<file path="src/rtl/nvs_pkg.sv">
package nvs_pkg;
  localparam int ADDR_W = 24;

  typedef enum logic [3:0] {
    S_IDLE, S_GAP, S_WREN, S_RDSR, S_STAT, S_OPC, S_ADDR, S_DATA, S_FIN
  } nvs_state_e;

  typedef enum logic [1:0] {
    OP_SECTOR = 2'd0,
    OP_BULK   = 2'd1,
    OP_PROG   = 2'd2,
    OP_NONE   = 2'd3
  } nvs_op_e;
endpackage

</file>
<file path="src/rtl/nvs_gap_timer.sv">
module nvs_gap_timer #(
  parameter int GAP_CYCLES = 4
) (
  input  logic clk,
  input  logic rst_n,
  input  logic run,
  output logic expired
);
  localparam int CW = $clog2(GAP_CYCLES + 1);
  logic [CW-1:0] cnt_q;

  always_ff @(posedge clk or negedge rst_n) begin
    if (!rst_n)   cnt_q <= '0;
    else if (run) cnt_q <= cnt_q + 1'b1;
    else          cnt_q <= '0;
  end

  assign expired = run && (cnt_q == CW'(GAP_CYCLES - 1));
endmodule

</file>
<file path="src/rtl/nvs_poll_limit.sv">
module nvs_poll_limit #(
  parameter int MAX_POLLS = 64
) (
  input  logic clk,
  input  logic rst_n,
  input  logic clear,
  input  logic bump,
  output logic last
);
  localparam int CW = $clog2(MAX_POLLS + 1);
  logic [CW-1:0] cnt_q;

  always_ff @(posedge clk or negedge rst_n) begin
    if (!rst_n)     cnt_q <= '0;
    else if (clear) cnt_q <= '0;
    else if (bump)  cnt_q <= cnt_q + 1'b1;
  end

  // the poll being evaluated now is the final one allowed
  assign last = (cnt_q == CW'(MAX_POLLS - 1));
endmodule

</file>
<file path="src/rtl/nvs_page_chunk.sv">
module nvs_page_chunk #(
  parameter int PAGE_BYTES = 256,
  parameter int LEN_W      = 12
) (
  input  logic [$clog2(PAGE_BYTES)-1:0] addr_lo,
  input  logic [LEN_W-1:0]              remaining,
  output logic [LEN_W-1:0]              chunk
);
  localparam int PAGE_W = $clog2(PAGE_BYTES);
  localparam int CW     = (LEN_W > PAGE_W + 1) ? LEN_W : PAGE_W + 1;

  logic [CW-1:0] room;
  logic [CW-1:0] rem_x;

  always_comb begin
    room  = CW'(PAGE_BYTES) - CW'(addr_lo);
    rem_x = CW'(remaining);
    if (rem_x < room) chunk = remaining;
    else              chunk = LEN_W'(room);
  end
endmodule

</file>
<file path="src/rtl/nvs_flash_writer.sv">
module nvs_flash_writer
  import nvs_pkg::*;
#(
  parameter int          GAP_CYCLES = 4,
  parameter int          MAX_POLLS  = 64,
  parameter int          PAGE_BYTES = 256,
  parameter int          LEN_W      = 12,
  parameter logic [7:0]  OPC_WREN   = 8'h06,
  parameter logic [7:0]  OPC_RDSR   = 8'h05,
  parameter logic [7:0]  OPC_SECTOR = 8'hD8,
  parameter logic [7:0]  OPC_BULK   = 8'hC7,
  parameter logic [7:0]  OPC_PROG   = 8'h02,
  parameter int          WIP_BIT    = 0,
  parameter int          WEL_BIT    = 1
) (
  input  logic              clk,
  input  logic              rst_n,
  input  logic              cmd_valid,
  output logic              cmd_ready,
  input  logic [1:0]        cmd_op,
  input  logic [23:0]       cmd_addr,
  input  logic [LEN_W-1:0]  cmd_len,
  input  logic              wdata_valid,
  output logic              wdata_ready,
  input  logic [7:0]        wdata,
  output logic              spi_cs_n,
  output logic              byte_req_valid,
  input  logic              byte_req_ready,
  output logic [7:0]        byte_req_tx,
  input  logic              byte_rsp_valid,
  input  logic [7:0]        byte_rsp_rx,
  output logic              done,
  output logic              err
);
  localparam int PAGE_W = $clog2(PAGE_BYTES);

  nvs_state_e           state_q, resume_q;
  nvs_op_e              op_q;
  logic [ADDR_W-1:0]    addr_q;
  logic [LEN_W-1:0]     rem_q, left_q, chunk, rem_after;
  logic [1:0]           abyte_q;
  logic                 wait_q, post_q, err_q;
  logic                 in_frame, req_fire, got;
  logic                 gap_done, poll_last, poll_clr, poll_bump;
  logic                 stat_got, poll_ok, op_frame_end;
  logic [7:0]           addr_byte, opc_byte;

  // ---------------- helpers ----------------
  nvs_gap_timer #(.GAP_CYCLES(GAP_CYCLES)) u_gap (
    .clk(clk), .rst_n(rst_n), .run(state_q == S_GAP), .expired(gap_done)
  );

  nvs_poll_limit #(.MAX_POLLS(MAX_POLLS)) u_poll (
    .clk(clk), .rst_n(rst_n), .clear(poll_clr), .bump(poll_bump), .last(poll_last)
  );

  nvs_page_chunk #(.PAGE_BYTES(PAGE_BYTES), .LEN_W(LEN_W)) u_chunk (
    .addr_lo(addr_q[PAGE_W-1:0]), .remaining(rem_q), .chunk(chunk)
  );

  // ---------------- byte interface ----------------
  assign in_frame = (state_q == S_WREN) || (state_q == S_RDSR) || (state_q == S_STAT) ||
                    (state_q == S_OPC)  || (state_q == S_ADDR) || (state_q == S_DATA);

  assign spi_cs_n       = !in_frame;
  assign byte_req_valid = in_frame && !wait_q && ((state_q != S_DATA) || wdata_valid);
  assign req_fire       = byte_req_valid && byte_req_ready;
  assign got            = wait_q && byte_rsp_valid;
  assign wdata_ready    = (state_q == S_DATA) && !wait_q && byte_req_ready;

  always_comb begin
    case (abyte_q)
      2'd0:    addr_byte = addr_q[23:16];
      2'd1:    addr_byte = addr_q[15:8];
      default: addr_byte = addr_q[7:0];
    endcase
    case (op_q)
      OP_SECTOR: opc_byte = OPC_SECTOR;
      OP_BULK:   opc_byte = OPC_BULK;
      default:   opc_byte = OPC_PROG;
    endcase
    case (state_q)
      S_WREN:  byte_req_tx = OPC_WREN;
      S_RDSR:  byte_req_tx = OPC_RDSR;
      S_STAT:  byte_req_tx = 8'h00;
      S_OPC:   byte_req_tx = opc_byte;
      S_ADDR:  byte_req_tx = addr_byte;
      S_DATA:  byte_req_tx = wdata;
      default: byte_req_tx = 8'h00;
    endcase
  end

  // ---------------- poll evaluation ----------------
  assign stat_got  = (state_q == S_STAT) && got;
  assign poll_ok   = post_q ? !byte_rsp_rx[WIP_BIT]
                            : (!byte_rsp_rx[WIP_BIT] && byte_rsp_rx[WEL_BIT]);
  assign poll_bump = stat_got && !poll_ok;

  assign op_frame_end = got && (
      ((state_q == S_OPC)  && (op_q == OP_BULK)) ||
      ((state_q == S_ADDR) && (abyte_q == 2'd2) && (op_q == OP_SECTOR)) ||
      ((state_q == S_DATA) && (left_q == LEN_W'(1))));

  assign poll_clr  = ((state_q == S_WREN) && got) || op_frame_end;
  assign rem_after = rem_q - chunk;

  // ---------------- one outstanding byte ----------------
  always_ff @(posedge clk or negedge rst_n) begin
    if (!rst_n)        wait_q <= 1'b0;
    else if (req_fire) wait_q <= 1'b1;
    else if (got)      wait_q <= 1'b0;
  end

  // ---------------- operation sequence ----------------
  always_ff @(posedge clk or negedge rst_n) begin
    if (!rst_n) begin
      state_q  <= S_IDLE;
      resume_q <= S_IDLE;
      op_q     <= OP_NONE;
      addr_q   <= '0;
      rem_q    <= '0;
      left_q   <= '0;
      abyte_q  <= '0;
      post_q   <= 1'b0;
      err_q    <= 1'b0;
    end else begin
      case (state_q)
        S_IDLE: if (cmd_valid) begin
          op_q   <= nvs_op_e'(cmd_op);
          addr_q <= cmd_addr;
          rem_q  <= cmd_len;
          err_q  <= 1'b0;
          if ((nvs_op_e'(cmd_op) == OP_NONE) ||
              ((nvs_op_e'(cmd_op) == OP_PROG) && (cmd_len == '0))) begin
            state_q <= S_FIN;
          end else begin
            state_q  <= S_GAP;
            resume_q <= S_WREN;
          end
        end

        S_GAP: if (gap_done) state_q <= resume_q;

        S_WREN: if (got) begin
          state_q  <= S_GAP;
          resume_q <= S_RDSR;
          post_q   <= 1'b0;
        end

        S_RDSR: if (got) state_q <= S_STAT;

        S_STAT: if (got) begin
          if (poll_ok) begin
            if (!post_q) begin
              state_q  <= S_GAP;
              resume_q <= S_OPC;
              left_q   <= chunk;
              abyte_q  <= '0;
            end else if ((op_q == OP_PROG) && (rem_after != '0)) begin
              addr_q   <= addr_q + ADDR_W'(chunk);
              rem_q    <= rem_after;
              state_q  <= S_GAP;
              resume_q <= S_WREN;
            end else begin
              state_q  <= S_FIN;
            end
          end else if (poll_last) begin
            err_q   <= 1'b1;
            state_q <= S_FIN;
          end else begin
            state_q  <= S_GAP;
            resume_q <= S_RDSR;
          end
        end

        S_OPC: if (got) begin
          if (op_q == OP_BULK) begin
            state_q  <= S_GAP;
            resume_q <= S_RDSR;
            post_q   <= 1'b1;
          end else begin
            state_q <= S_ADDR;
          end
        end

        S_ADDR: if (got) begin
          if (abyte_q != 2'd2) begin
            abyte_q <= abyte_q + 2'd1;
          end else if (op_q == OP_SECTOR) begin
            state_q  <= S_GAP;
            resume_q <= S_RDSR;
            post_q   <= 1'b1;
          end else begin
            state_q <= S_DATA;
          end
        end

        S_DATA: if (got) begin
          left_q <= left_q - LEN_W'(1);
          if (left_q == LEN_W'(1)) begin
            state_q  <= S_GAP;
            resume_q <= S_RDSR;
            post_q   <= 1'b1;
          end
        end

        S_FIN:   state_q <= S_IDLE;
        default: state_q <= S_IDLE;
      endcase
    end
  end

  assign cmd_ready = (state_q == S_IDLE);
  assign done      = (state_q == S_FIN);
  assign err       = err_q;
endmodule

</file>
<file path="config.mk">
export PLATFORM = sky130hd
export DESIGN_NAME = nvs_flash_writer
export DESIGN_NICKNAME = d
export VERILOG_FILES = /design/src/rtl/nvs_pkg.sv /design/src/rtl/nvs_gap_timer.sv /design/src/rtl/nvs_poll_limit.sv /design/src/rtl/nvs_page_chunk.sv /design/src/rtl/nvs_flash_writer.sv
export SDC_FILE = /design/constraint.sdc
export NUM_CORES = 1
export LEC_CHECK = 0
export BUFFER_PORTS_ARGS = -buffer_cell sky130_fd_sc_hd__buf_2
export CORE_MARGIN = 2
export CORE_UTILIZATION = 50
export DETAILED_ROUTE_END_ITERATION = 16
export PLACE_DENSITY = 0.81
export SYNTH_ARGS = -nofsm -noshare
export SYNTH_HDL_FRONTEND = slang
export SYNTH_SLANG_ARGS = --single-unit
export TNS_END_PERCENT = 1
</file>
<file path="constraint.sdc">
create_clock -name clk -period 5.8 [get_ports clk]
set_clock_uncertainty 0.15 [all_clocks]
set_input_delay 0.29 -clock clk [delete_from_list [all_inputs] [get_ports clk]]
set_output_delay 0.29 -clock clk [all_outputs]
set_load 0.005 [all_outputs]
</file>
==> impl_metrics.prom, run 1 <==
# TYPE chip_impl_metric gauge
chip_impl_metric{name="seq_area",unit="um2"} 1800
chip_impl_metric{name="timing.critical_path.fanout_max",unit=""} 8
chip_impl_info{name="synthTopCellsByArea",value="sky130_fd_sc_hd__dfrtp_1 30%, sky130_fd_sc_hd__ha_1 8.2%, sky130_fd_sc_hd__nand2_1 4.9%"} 1
chip_impl_metric{name="timing.critical_path.slowest_cell_delay",unit="ps"} 460
chip_impl_metric{name="synth.cell_area",unit="um2"} 5810
chip_impl_metric{name="nFillCells",unit=""} 944
chip_impl_info{name="ctsRootBufferMaster",value="sky130_fd_sc_hd__clkbuf_16"} 1
chip_impl_metric{name="worstPathArrival",unit="ps"} 5830
chip_impl_metric{name="floorplan.rows",unit=""} 39
chip_impl_metric{name="area_growth_syn_to_layout",unit="%"} 18.6
chip_impl_metric{name="yosysWarningCount",unit=""} 0
chip_impl_metric{name="tightest_slew",unit="ps"} 954
chip_impl_info{name="crit_path_cell_trace",value="or3_4, or2_2, nor2_1, xor2_1, ha_1, a21oi_2, o211ai_1, a31oi_2, buf_6, nor2_1, a21oi_1, ha_1, a21o_1, a31o_2, a21oi_1, o2111a_1, nand4b_1, o2111ai_4, buf_12, buf_4, a21oi_1, o2bb2a_1"} 1
chip_impl_metric{name="crit_buf_inv",unit=""} 3
chip_impl_metric{name="final_cell_area",unit="um2"} 6890
chip_impl_metric{name="vdd.ir_drop.worst",unit="mV"} 0.578
chip_impl_metric{name="clk_transition_reported_paths",unit="ps"} 60
chip_impl_metric{name="final_util",unit="%"} 60.6
chip_impl_info{name="status",value="completed"} 1
chip_impl_metric{name="post_synthesis_async_set_or_reset_flop_share",unit="%"} 100
chip_impl_metric{name="syn-instance-count",unit=""} 712
chip_impl_metric{name="power_density",unit="nW/um2"} 719
chip_impl_metric{name="netlist.area_leader.share",unit="%"} 30.1
chip_impl_metric{name="die_width",unit="um"} 112
chip_impl_info{name="endpoint_kind",value="register"} 1
chip_impl_metric{name="critical_path_depth",unit=""} 22
chip_impl_info{name="r2r-end",value="addr_q[14]"} 1
chip_impl_metric{name="first_global_vias",unit=""} 5411
chip_impl_metric{name="timing.final.crit_share",unit="%"} 99.3
chip_impl_metric{name="min_clock_period_post_route",unit="ps"} 5760
chip_impl_metric{name="routed-via-count",unit=""} 5887
chip_impl_metric{name="timing.critical_path.required",unit="ps"} 5880
chip_impl_metric{name="synth.avg_cell_area",unit="um2"} 8.17
chip_impl_metric{name="layout-drive-gt1-share",unit="%"} 20.4
chip_impl_metric{name="final-hold-violation-count",unit=""} 0
chip_impl_info{name="postSynth.topFlopCell",value="sky130_fd_sc_hd__dfrtp_1"} 1
chip_impl_metric{name="grt_usage",unit="%"} 26.2
chip_impl_metric{name="setup_viol",unit=""} 0
chip_impl_info{name="cts_tree",value="done"} 1
chip_impl_info{name="rsz0062_at_grt",value="true"} 1
chip_impl_info{name="cpLargestDelayFamily",value="compound AO/OA/AOI/OAI gates"} 1
chip_impl_metric{name="die_y",unit="um"} 112
chip_impl_info{name="layout_common_cells",value="74 x sky130_fd_sc_hd__nand2_1, 70 x sky130_fd_sc_hd__dfrtp_1, 68 x sky130_fd_sc_hd__nor2_1"} 1
chip_impl_metric{name="cts_num_sinks",unit=""} 72
chip_impl_metric{name="synth_seq_area_share",unit="%"} 31.0
chip_impl_metric{name="design.die.area",unit="um2"} 12500
chip_impl_metric{name="number_of_pins_exceeding_their_max_slew_limit_in_the_final_report",unit=""} 0
chip_impl_info{name="timing.critical_path.mode_cell",value="sky130_fd_sc_hd__a21oi_1"} 1
chip_impl_info{name="timing.critical_path.from_type",value="register"} 1
chip_impl_metric{name="worstSkewPairLatency",unit="ps"} 340
chip_impl_info{name="launch_instance_of_the_worst_register_to_register_path",value="addr_q[4]"} 1
chip_impl_metric{name="timing.max_cap.violations",unit=""} 0
chip_impl_metric{name="cts_max_path_buffers",unit=""} 2
chip_impl_metric{name="routed_wire_length_per_instance",unit="um"} 17.8
chip_impl_info{name="critical-path-slowest-cell",value="sky130_fd_sc_hd__o2111ai_4"} 1
chip_impl_metric{name="worst_hold_path_stage_count",unit=""} 3
chip_impl_info{name="critical_path_class",value="reg2reg"} 1
chip_impl_metric{name="route.detailed.drc",unit=""} 0
chip_impl_metric{name="leak",unit="nW"} 3.11
chip_impl_metric{name="grt_remaining_overflow",unit=""} 0
chip_impl_metric{name="numPortBuffers",unit=""} 67
chip_impl_metric{name="finalWirelength",unit="mm"} 16.6
chip_impl_info{name="final_common_cell",value="sky130_fd_sc_hd__nand2_1"} 1
chip_impl_metric{name="grt_first_pass_wirelength",unit="mm"} 26.7
chip_impl_metric{name="post_synth_num_cell_types",unit=""} 73
chip_impl_metric{name="reg2reg_slack",unit="ps"} 40
chip_impl_metric{name="grt_start_max_net_pins",unit=""} 73
chip_impl_info{name="hold_crit_class",value="in2reg"} 1
chip_impl_metric{name="drtIter0Drc",unit=""} 622
chip_impl_info{name="synth.largest_area_cell",value="sky130_fd_sc_hd__dfrtp_1"} 1
chip_impl_metric{name="antenna_cells",unit=""} 0
chip_impl_metric{name="drt_pass1_iterations",unit=""} 7
chip_impl_metric{name="area_of_the_multi_input_gates",unit="um2"} 3880
chip_impl_metric{name="fp.coreArea",unit="um2"} 11400
chip_impl_metric{name="maxClockFrequency",unit="GHz"} 0.174
chip_impl_metric{name="dpl-instance-area",unit="um2"} 6350
chip_impl_info{name="holdCritStartpoint",value="byte_req_ready"} 1
chip_impl_metric{name="htree_num_levels",unit=""} 3
chip_impl_metric{name="antenna_violations_before_repair",unit=""} 0
chip_impl_info{name="hold_crit_endpoint",value="wait_q"} 1
chip_impl_metric{name="final_antenna_net_count",unit=""} 0
chip_impl_metric{name="cts-buffers-inserted",unit=""} 9
chip_impl_metric{name="design.portCount",unit=""} 74
chip_impl_metric{name="number_of_register_bits_inferred_by_synthesis",unit=""} 72
chip_impl_metric{name="reg2regPathDepth",unit=""} 22
chip_impl_metric{name="detailedPlacementHpwl",unit="mm"} 11.6
chip_impl_metric{name="design.final.nets",unit=""} 888
chip_impl_metric{name="timing.slew.headroom",unit="%"} 35.9
chip_impl_metric{name="final_replace_weighted_congestion",unit=""} 0.946
chip_impl_metric{name="synth_edf_count",unit=""} 0
chip_impl_metric{name="via_per_inst",unit=""} 6.29
chip_impl_metric{name="floorplan.initialDensity",unit="%"} 51.1
-- worst max-delay path by stage --
stage | startpoint | to
floorplan | addr_q[4] | addr_q[2]
global placement | addr_q[4] | addr_q[9]
detailed placement | addr_q[4] | addr_q[9]
CTS | addr_q[4] | addr_q[22]
global route | addr_q[4] | addr_q[14]
finish | addr_q[4] | addr_q[14]
-- registers in the layout (all words and copies together), names as in the netlist --
| name | cells |
|---|---|
| abyte_q | 2 |
| addr_q | 24 |
| err | 1 |
| left_q | 12 |
| op_q | 2 |
| post_q | 1 |
| rem_q | 12 |
| resume_q | 3 |
| state_q | 4 |
| u_gap.cnt_q | 3 |
| u_poll.cnt_q | 7 |
| wait_q | 1 |
-- worst register-to-register path, cell delays in order, from the launching register on --
cell,delay (ps)
sky130_fd_sc_hd__dfrtp_1,380
sky130_fd_sc_hd__or3_4,400
sky130_fd_sc_hd__or2_2,310
sky130_fd_sc_hd__nor2_1,130
sky130_fd_sc_hd__xor2_1,210
sky130_fd_sc_hd__ha_1,290
sky130_fd_sc_hd__a21oi_2,120
sky130_fd_sc_hd__o211ai_1,110
sky130_fd_sc_hd__a31oi_2,290
sky130_fd_sc_hd__buf_6,160
sky130_fd_sc_hd__nor2_1,50
sky130_fd_sc_hd__a21oi_1,230
sky130_fd_sc_hd__ha_1,380
sky130_fd_sc_hd__a21o_1,240
sky130_fd_sc_hd__a31o_2,280
sky130_fd_sc_hd__a21oi_1,200
sky130_fd_sc_hd__o2111a_1,250
sky130_fd_sc_hd__nand4b_1,310
sky130_fd_sc_hd__o2111ai_4,460
sky130_fd_sc_hd__buf_12,160
sky130_fd_sc_hd__buf_4,130
sky130_fd_sc_hd__a21oi_1,60
sky130_fd_sc_hd__o2bb2a_1,320
-- metal layers --
layer  vias to the layer above  part of all wire (%)  GRT usage, %
met5                         -                     0             0
met4                         0                   3.0          9.30
met1                      2773                    44          37.7
li1                       2778                     -             -
met2                       299                    45          40.6
met3                        37                   8.1          3.48
-- cell usage after synthesis, types with 9 or more instances --
cell and instances:
sky130_fd_sc_hd__clkbuf_1 28, sky130_fd_sc_hd__dfrtp_1 70, sky130_fd_sc_hd__a21oi_1 55, sky130_fd_sc_hd__mux2_2 19, sky130_fd_sc_hd__ha_1 38, sky130_fd_sc_hd__nand2_1 76, sky130_fd_sc_hd__a21o_1 10, sky130_fd_sc_hd__a31oi_1 12
sky130_fd_sc_hd__o21ai_0 55, sky130_fd_sc_hd__nand2b_1 13, sky130_fd_sc_hd__nor3_1 25, sky130_fd_sc_hd__inv_1 31, sky130_fd_sc_hd__xnor2_1 13, sky130_fd_sc_hd__nor4_1 12, sky130_fd_sc_hd__a22o_1 9, sky130_fd_sc_hd__xor2_1 13
sky130_fd_sc_hd__nand3_1 19, sky130_fd_sc_hd__nor2_1 68, sky130_fd_sc_hd__mux2i_1 9
-- kinds of logic (layout without fill, tap and decap cells) --
kind of cell               after synthesis  after routing  share of synthesized area [%]
muxes                                   30             30                           5.62
buffers and inverters                   66            145                           4.56
other                                    1              3                         0.0645
adders and majority gates               40             40                           8.87
xor gates and xnor gates                26             26                           3.92
AOI/OAI and AO/OA                      210            210                           23.8
DFF                                     72             72                           31.0
and+or+nand+nor                        267            267                           22.2
-- power breakdown --
part / internal, mW / leakage, nW / switching (mW) / total (mW)
Sequential: 0.718 / 0.887 / 0.315 / 1.03
Clock: 0.383 / 0.162 / 0.248 / 0.631
Combinational: 1.41 / 2.06 / 1.89 / 3.30
-- layout make-up --
type	count	area share [%]
Clock inverter	7	1.49
Clock buffer	9	3.27
Inverter	31	1.69
Sequential cell	72	26.2
Tap cell	143	2.60
Multi-Input combinational cell	576	56.2
Timing Repair Buffer	98	8.55
-- metrics by stage --
stage / hold slack [ps] / total power, mW / cells / TNS, ps / setup WS (ps)
floorplan: -156 / 3.21 / 714 / 0 / 426
global placement: 283 / 3.92 / 909 / 0 / 101
detailed placement: 287 / 3.98 / 909 / 0 / 18.4
CTS: 42.6 / 4.64 / 929 / 0 / 60.2
global route: 55.4 / 5.36 / 936 / -786 / -99.5
finish: 32.9 / 4.96 / 936 / 0 / 42.0
-- repair_timing --
| action | 4_1_cts | 5_1_grt |
|---|---|---|
| gates cloned | 0 | 1 |
| endpoints found under the hold margin | 23 | 0 |
| gates resized for setup | 0 | 25 |
| hold buffers | 2 | 0 |
| pin swaps | 1 | 9 |
| buffers inserted | 2 | 6 |
| setup endpoints to repair | 3 | 38 |
No activity file was read; power rests on OpenSTA's default activity.
==> run 2: changes to the inputs <==
- ABC_AREA: unset -> 1
- MAX_ROUTING_LAYER: unset -> met4
==> impl_metrics.prom, run 2 <==
# TYPE chip_impl_metric gauge
chip_impl_metric{name="yosysWarningCount",unit=""} 0
chip_impl_metric{name="postCtsSetupBuffers",unit=""} 0
chip_impl_metric{name="timing.slew.headroom",unit="%"} 31.4
chip_impl_info{name="hold_crit_class",value="in2reg"} 1
chip_impl_metric{name="fin_setup_tns",unit="ps"} 0
chip_impl_metric{name="timing.critical_path.slowest_cell_delay",unit="ps"} 470
chip_impl_metric{name="layout-drive-gt1-share",unit="%"} 12.7
chip_impl_metric{name="seq_area",unit="um2"} 1800
chip_impl_metric{name="cts_max_path_buffers",unit=""} 2
chip_impl_info{name="synth.largest_area_cell",value="sky130_fd_sc_hd__dfrtp_1"} 1
chip_impl_metric{name="die_width",unit="um"} 116
chip_impl_metric{name="design.die.area",unit="um2"} 13400
chip_impl_metric{name="met2_usage",unit="%"} 40.6
chip_impl_metric{name="min_clock_period_post_route",unit="ps"} 5270
chip_impl_metric{name="timing.max_cap.violations",unit=""} 0
chip_impl_metric{name="cts-buffers-inserted",unit=""} 9
chip_impl_info{name="layout_common_cells",value="270 x sky130_fd_sc_hd__nand2_1, 125 x sky130_fd_sc_hd__inv_1, 77 x sky130_fd_sc_hd__nor2_1"} 1
chip_impl_info{name="critical-path-slowest-cell",value="sky130_fd_sc_hd__fa_1"} 1
chip_impl_metric{name="route.detailed.drc",unit=""} 0
chip_impl_metric{name="fp.coreArea",unit="um2"} 12100
chip_impl_metric{name="grt_first_pass_wirelength",unit="mm"} 27.3
chip_impl_metric{name="grt_start_max_net_pins",unit=""} 73
chip_impl_metric{name="synth.cell_area",unit="um2"} 6250
chip_impl_metric{name="pre_cts_slack",unit="ps"} 468
chip_impl_info{name="critical_path_class",value="reg2reg"} 1
chip_impl_info{name="regMostFlops",value="addr_q"} 1
chip_impl_metric{name="post_synthesis_async_set_or_reset_flop_share",unit="%"} 100
chip_impl_metric{name="netlist.area_leader.share",unit="%"} 28.0
chip_impl_info{name="synthTopCellsByArea",value="sky130_fd_sc_hd__dfrtp_1 28%, sky130_fd_sc_hd__nand2_1 16%, sky130_fd_sc_hd__ha_1 7.6%"} 1
chip_impl_metric{name="antenna_violations_before_repair",unit=""} 0
chip_impl_metric{name="timing.final.crit_share",unit="%"} 90.8
chip_impl_metric{name="die_y",unit="um"} 116
chip_impl_info{name="postSynth.topFlopCell",value="sky130_fd_sc_hd__dfrtp_1"} 1
chip_impl_info{name="cts_tree",value="done"} 1
chip_impl_metric{name="clk_transition_reported_paths",unit="ps"} 60
chip_impl_metric{name="timing.critical_path.fanout_max",unit=""} 38
chip_impl_metric{name="finalWirelength",unit="mm"} 16.4
chip_impl_metric{name="setup_viol",unit=""} 0
chip_impl_metric{name="htree_num_levels",unit=""} 3
chip_impl_info{name="status",value="completed"} 1
chip_impl_info{name="ctsRootBufferMaster",value="sky130_fd_sc_hd__clkbuf_16"} 1
chip_impl_metric{name="first_global_vias",unit=""} 5796
chip_impl_info{name="endpoint_kind",value="register"} 1
chip_impl_metric{name="syn-instance-count",unit=""} 944
chip_impl_metric{name="cts_num_sinks",unit=""} 72
chip_impl_metric{name="grt_usage",unit="%"} 26.6
chip_impl_metric{name="routed_wire_length_per_instance",unit="um"} 13.9
chip_impl_metric{name="floorplan.rows",unit=""} 40
chip_impl_metric{name="via_per_inst",unit=""} 5.31
chip_impl_metric{name="nFillCells",unit=""} 1171
chip_impl_metric{name="tightest_slew",unit="ps"} 1020
chip_impl_metric{name="final-hold-violation-count",unit=""} 0
chip_impl_metric{name="grt_util_met1",unit="%"} 35.5
chip_impl_metric{name="worstSkewPairLatency",unit="ps"} 350
chip_impl_metric{name="final_antenna_net_count",unit=""} 0
chip_impl_metric{name="maxClockFrequency",unit="GHz"} 0.190
chip_impl_metric{name="detailedPlacementHpwl",unit="mm"} 12.4
chip_impl_metric{name="dpl-instance-area",unit="um2"} 6730
chip_impl_metric{name="synth.avg_cell_area",unit="um2"} 6.63
chip_impl_info{name="reg.largest.list",value="addr_q x24, left_q x12, rem_q x12"} 1
chip_impl_metric{name="gr-usage-met3",unit="%"} 3.66
chip_impl_metric{name="numPortBuffers",unit=""} 67
chip_impl_info{name="busiest_layer",value="met2"} 1
chip_impl_metric{name="area_of_the_multi_input_gates",unit="um2"} 3830
chip_impl_metric{name="number_of_register_bits_inferred_by_synthesis",unit=""} 72
chip_impl_metric{name="design.portCount",unit=""} 74
chip_impl_metric{name="timing.critical_path.required",unit="ps"} 5890
chip_impl_metric{name="final.setup.worst_slack",unit="ps"} 532
chip_impl_metric{name="post_synth_num_cell_types",unit=""} 49
chip_impl_metric{name="antenna_cells",unit=""} 0
chip_impl_info{name="yosysMostFrequentCell",value="sky130_fd_sc_hd__nand2_1"} 1
chip_impl_metric{name="final_cell_area",unit="um2"} 7030
chip_impl_metric{name="floorplan.initialDensity",unit="%"} 51.6
chip_impl_metric{name="area_growth_syn_to_layout",unit="%"} 12.4
chip_impl_metric{name="routed-via-count",unit=""} 6279
chip_impl_metric{name="drt_pass1_iterations",unit=""} 6
chip_impl_info{name="timing.critical_path.from_type",value="register"} 1
chip_impl_info{name="final_common_cell",value="sky130_fd_sc_hd__nand2_1"} 1
chip_impl_info{name="post_synth_most_frequent_cells",value="270 x sky130_fd_sc_hd__nand2_1, 125 x sky130_fd_sc_hd__inv_1, 77 x sky130_fd_sc_hd__nor2_1, 70 x sky130_fd_sc_hd__dfrtp_1, 70 x sky130_fd_sc_hd__o21ai_0"} 1
chip_impl_info{name="timing.critical_path.mode_cell",value="sky130_fd_sc_hd__nand2_1"} 1
chip_impl_metric{name="synth_seq_area_share",unit="%"} 28.8
chip_impl_metric{name="largest_register_ff_count",unit=""} 24
chip_impl_metric{name="drtIter0Drc",unit=""} 500
chip_impl_metric{name="design.final.nets",unit=""} 1110
chip_impl_metric{name="grt_remaining_overflow",unit=""} 0
chip_impl_metric{name="synth_edf_count",unit=""} 0
chip_impl_metric{name="number_of_pins_exceeding_their_max_slew_limit_in_the_final_report",unit=""} 0
chip_impl_info{name="rsz0062_at_grt",value="false"} 1
chip_impl_metric{name="worstPathArrival",unit="ps"} 5360
chip_impl_metric{name="final_replace_weighted_congestion",unit=""} 0.931
## run 2: cell type report
class / instances / share of cell area, %
multi-input cells: 719 / 54.5
well taps: 168 / 2.99
clock buffers: 12 / 3.51
clock inverters: 4 / 0.409
inverters: 133 / 7.14
flip-flops and latches: 72 / 25.7
repair buffers: 75 / 5.78
## run 2: what timing repair did
action,4_1_cts,5_1_grt
hold buffers,2,0
resized for setup,0,4
endpoints found under the setup margin,0,36
hold endpoints to repair,34,0
## run 2: metal layers
layer / vias to the layer above / wire length (um)
met5: - / 0
met4: 0 / 565
met3: 33 / 809
met2: 190 / 7420
met1: 2838 / 7600
li1: 3218 / -
## run 2: stage by stage
step / std cells / hold WS, ps / util [%]
3_3_place_gp: 1165 / 275 / 55.6
6_report: 1183 / 26.2 / 58.0
4_1_cts: 1183 / 22.0 / 58.0
5_1_grt: 1183 / 37.0 / 58.0
3_5_place_dp: 1165 / 277 / 55.6
2_1_floorplan: 946 / -156 / -
## run 2: worst paths after layout
check / from / endpoint / slack [ps] / cells past startpoint
min: byte_req_ready / wait_q / 30 / 3
max: addr_q[0] / addr_q[23] / 530 / 32
max in group asynchronous: rst_n / err / 4420 / 2
min reg2reg: u_gap.cnt_q[0] / u_gap.cnt_q[0] / 290 / 1
max reg2reg: addr_q[0] / addr_q[23] / 530 / 32
min in group asynchronous: rst_n / left_q[5] / 490 / 2
## run 2: cell families after synthesis
family	synth area share (%)
and+or+nand+nor	31.8
AOI/OAI and AO/OA	16.4
buffers and inverters	10.0
DFF	28.8
adders and majority gates	8.24
xor gates and xnor gates	3.36
muxes	1.28
other	0.0600
## run 2: worst max-delay path, delay by kind of cell (launching register included)
kind	cells	cell delay, ps
compound gates	1	180
xor+xnor	1	190
fa+ha+maj	3	970
buf+inv	4	560
flops	1	450
simple gates	23	2650
Power of run 2 is left out: the tool's default activity adds up to more than one toggle a clock period on the data nets, which glitch-free logic cannot reach.
==> run 3: changes to the inputs <==
--- a/config.mk
+++ b/config.mk
@@ -11,2 +11,3 @@
 export CORE_UTILIZATION = 50
+export CTS_CLUSTER_DIAMETER = 80
 export DETAILED_ROUTE_END_ITERATION = 16
--- a/constraint.sdc
+++ b/constraint.sdc
@@ -4,2 +4,2 @@
 set_output_delay 0.29 -clock clk [all_outputs]
-set_load 0.005 [all_outputs]
+set_load 0.1 [all_outputs]
==> impl_metrics.prom, run 3 (same netlist as run 2, synthesis figures left out) <==
# TYPE chip_impl_metric gauge
chip_impl_metric{name="tightest_slew",unit="ps"} 1160
chip_impl_info{name="cts_tree",value="done"} 1
chip_impl_metric{name="antenna_violations_before_repair",unit=""} 0
chip_impl_info{name="timing.critical_path.mode_cell",value="sky130_fd_sc_hd__nand2_1"} 1
chip_impl_metric{name="fin_setup_tns",unit="ps"} 0
chip_impl_metric{name="drt_pass1_iterations",unit=""} 5
chip_impl_info{name="rsz0062_at_grt",value="false"} 1
chip_impl_info{name="hold_crit_class",value="in2reg"} 1
chip_impl_metric{name="floorplan.rows",unit=""} 40
chip_impl_info{name="ctsRootBufferMaster",value="sky130_fd_sc_hd__clkbuf_16"} 1
chip_impl_metric{name="first_global_vias",unit=""} 5757
chip_impl_metric{name="cts-buffers-inserted",unit=""} 9
chip_impl_metric{name="timing.critical_path.required",unit="ps"} 5910
chip_impl_info{name="endpoint_kind",value="register"} 1
chip_impl_metric{name="grt_start_max_net_pins",unit=""} 73
chip_impl_info{name="timing.critical_path.from_type",value="register"} 1
chip_impl_info{name="r2r-end",value="rem_q[4]"} 1
chip_impl_metric{name="htree_num_levels",unit=""} 3
chip_impl_metric{name="drtIter0Drc",unit=""} 491
chip_impl_metric{name="die_y",unit="um"} 116
chip_impl_metric{name="area_of_the_multi_input_gates",unit="um2"} 3830
chip_impl_info{name="layout_common_cells",value="270 x sky130_fd_sc_hd__nand2_1, 125 x sky130_fd_sc_hd__inv_1, 77 x sky130_fd_sc_hd__nor2_1"} 1
chip_impl_info{name="final_common_cell",value="sky130_fd_sc_hd__nand2_1"} 1
chip_impl_info{name="launch_instance_of_the_worst_register_to_register_path",value="addr_q[0]"} 1
chip_impl_metric{name="largest_register_ff_count",unit=""} 24
chip_impl_metric{name="final_replace_weighted_congestion",unit=""} 0.931
chip_impl_metric{name="design.final.nets",unit=""} 1109
chip_impl_metric{name="timing.max_cap.violations",unit=""} 0
chip_impl_metric{name="timing.final.crit_share",unit="%"} 91.9
chip_impl_metric{name="clk_transition_reported_paths",unit="ps"} 60
chip_impl_info{name="status",value="completed"} 1
chip_impl_metric{name="cts_num_sinks",unit=""} 72
chip_impl_info{name="holdCritStartpoint",value="byte_req_ready"} 1
chip_impl_metric{name="detailedPlacementHpwl",unit="mm"} 12.3
chip_impl_metric{name="numPortBuffers",unit=""} 67
chip_impl_metric{name="worstPathArrival",unit="ps"} 5440
chip_impl_metric{name="nFillCells",unit=""} 1186
chip_impl_metric{name="number_of_pins_exceeding_their_max_slew_limit_in_the_final_report",unit=""} 0
chip_impl_metric{name="setup_viol",unit=""} 0
chip_impl_metric{name="route.detailed.drc",unit=""} 0
chip_impl_metric{name="routed-via-count",unit=""} 6294
chip_impl_metric{name="reg2regPathDepth",unit=""} 29
chip_impl_metric{name="die_width",unit="um"} 116
chip_impl_info{name="regMostFlops",value="addr_q"} 1
chip_impl_metric{name="worst_hold_path_stage_count",unit=""} 3
chip_impl_metric{name="area_growth_syn_to_layout",unit="%"} 12.9
chip_impl_info{name="critical-path-slowest-cell",value="sky130_fd_sc_hd__inv_2"} 1
chip_impl_metric{name="seq_area",unit="um2"} 1800
chip_impl_metric{name="floorplan.initialDensity",unit="%"} 51.6
chip_impl_metric{name="min_clock_period_post_route",unit="ps"} 5330
chip_impl_metric{name="grt_first_pass_wirelength",unit="mm"} 26.9
chip_impl_metric{name="timing.critical_path.fanout_max",unit=""} 34
chip_impl_metric{name="routed_wire_length_per_instance",unit="um"} 14.0
chip_impl_metric{name="grt_usage",unit="%"} 26.3
chip_impl_metric{name="layout-drive-gt1-share",unit="%"} 12.8
chip_impl_metric{name="timing.slew.headroom",unit="%"} 21.9
chip_impl_metric{name="maxClockFrequency",unit="GHz"} 0.188
chip_impl_metric{name="fp.coreArea",unit="um2"} 12100
chip_impl_metric{name="grt_remaining_overflow",unit=""} 0
chip_impl_info{name="reg.largest.list",value="addr_q x24, left_q x12, rem_q x12"} 1
chip_impl_metric{name="antenna_cells",unit=""} 0
chip_impl_metric{name="via_per_inst",unit=""} 5.32
chip_impl_metric{name="hold_ws",unit="ps"} 24.9
chip_impl_metric{name="final-hold-violation-count",unit=""} 0
chip_impl_metric{name="design.die.area",unit="um2"} 13400
chip_impl_metric{name="cts_max_path_buffers",unit=""} 2
chip_impl_info{name="critical_path_class",value="reg2reg"} 1
chip_impl_info{name="hold_crit_endpoint",value="wait_q"} 1
chip_impl_metric{name="final_antenna_net_count",unit=""} 0
chip_impl_metric{name="timing.critical_path.slowest_cell_delay",unit="ps"} 470
chip_impl_metric{name="worstSkewPairLatency",unit="ps"} 340
chip_impl_metric{name="finalWirelength",unit="mm"} 16.5
chip_impl_metric{name="reg2reg_slack",unit="ps"} 470
chip_impl_metric{name="design.portCount",unit=""} 74
==> run 3: area by class of cell <==
cell class,count,area share (%)
multi-input cells,719,54.3
well taps,168,2.98
clock buffers,9,3.19
repair buffers,74,5.60
clock inverters,7,1.36
inverters,133,7.07
flip-flops and latches,72,25.5
==> run 3: worst max-delay path by stage <==
stage / endpoint / slack [ps] / startpoint / cells past startpoint
6_report: rem_q[4] / 470 / addr_q[0] / 29
5_1_grt: rem_q[2] / 4 / addr_q[0] / 30
4_1_cts: addr_q[23] / 390 / addr_q[0] / 31
3_5_place_dp: addr_q[23] / 450 / addr_q[0] / 31
3_3_place_gp: addr_q[23] / 580 / addr_q[1] / 31
2_1_floorplan: addr_q[16] / 1300 / addr_q[1] / 32
==> run 3: metal layers <==
metal	wire (um)	track usage (%)	vias up
met3	872	3.66	26
met5	0	-	-
li1	-	-	3213
met1	7570	35.1	2858
met2	7620	40.9	197
met4	459	9.60	0
==> run 3: repair_timing <==
item,4_1_cts,5_1_grt
endpoints found under the hold margin,6,0
hold buffers,2,0
gates resized for setup,0,1
endpoints found under the setup margin,0,32
setup buffers,0,0
==> run 3: per-stage QoR <==
stage               std cells  setup slack (ps)  utilization, %  cell area [um2]
floorplan                 946              1300               -             6260
global placement         1164               576            55.5             6720
detailed placement       1164               445            55.5             6720
CTS                      1182               385            58.3             7060
global route             1182              4.20            58.3             7060
finish                   1182               467            58.3             7060
==> run 3: critical path: cells and delay by family (launching register included) <==
kind / cells / cell delay [ps]
simple gates: 19 / 2340
xor+xnor: 2 / 460
flops: 1 / 450
compound gates: 2 / 300
buf+inv: 4 / 850
fa+ha+maj: 2 / 710
Power of run 3 is left out for the same reason.
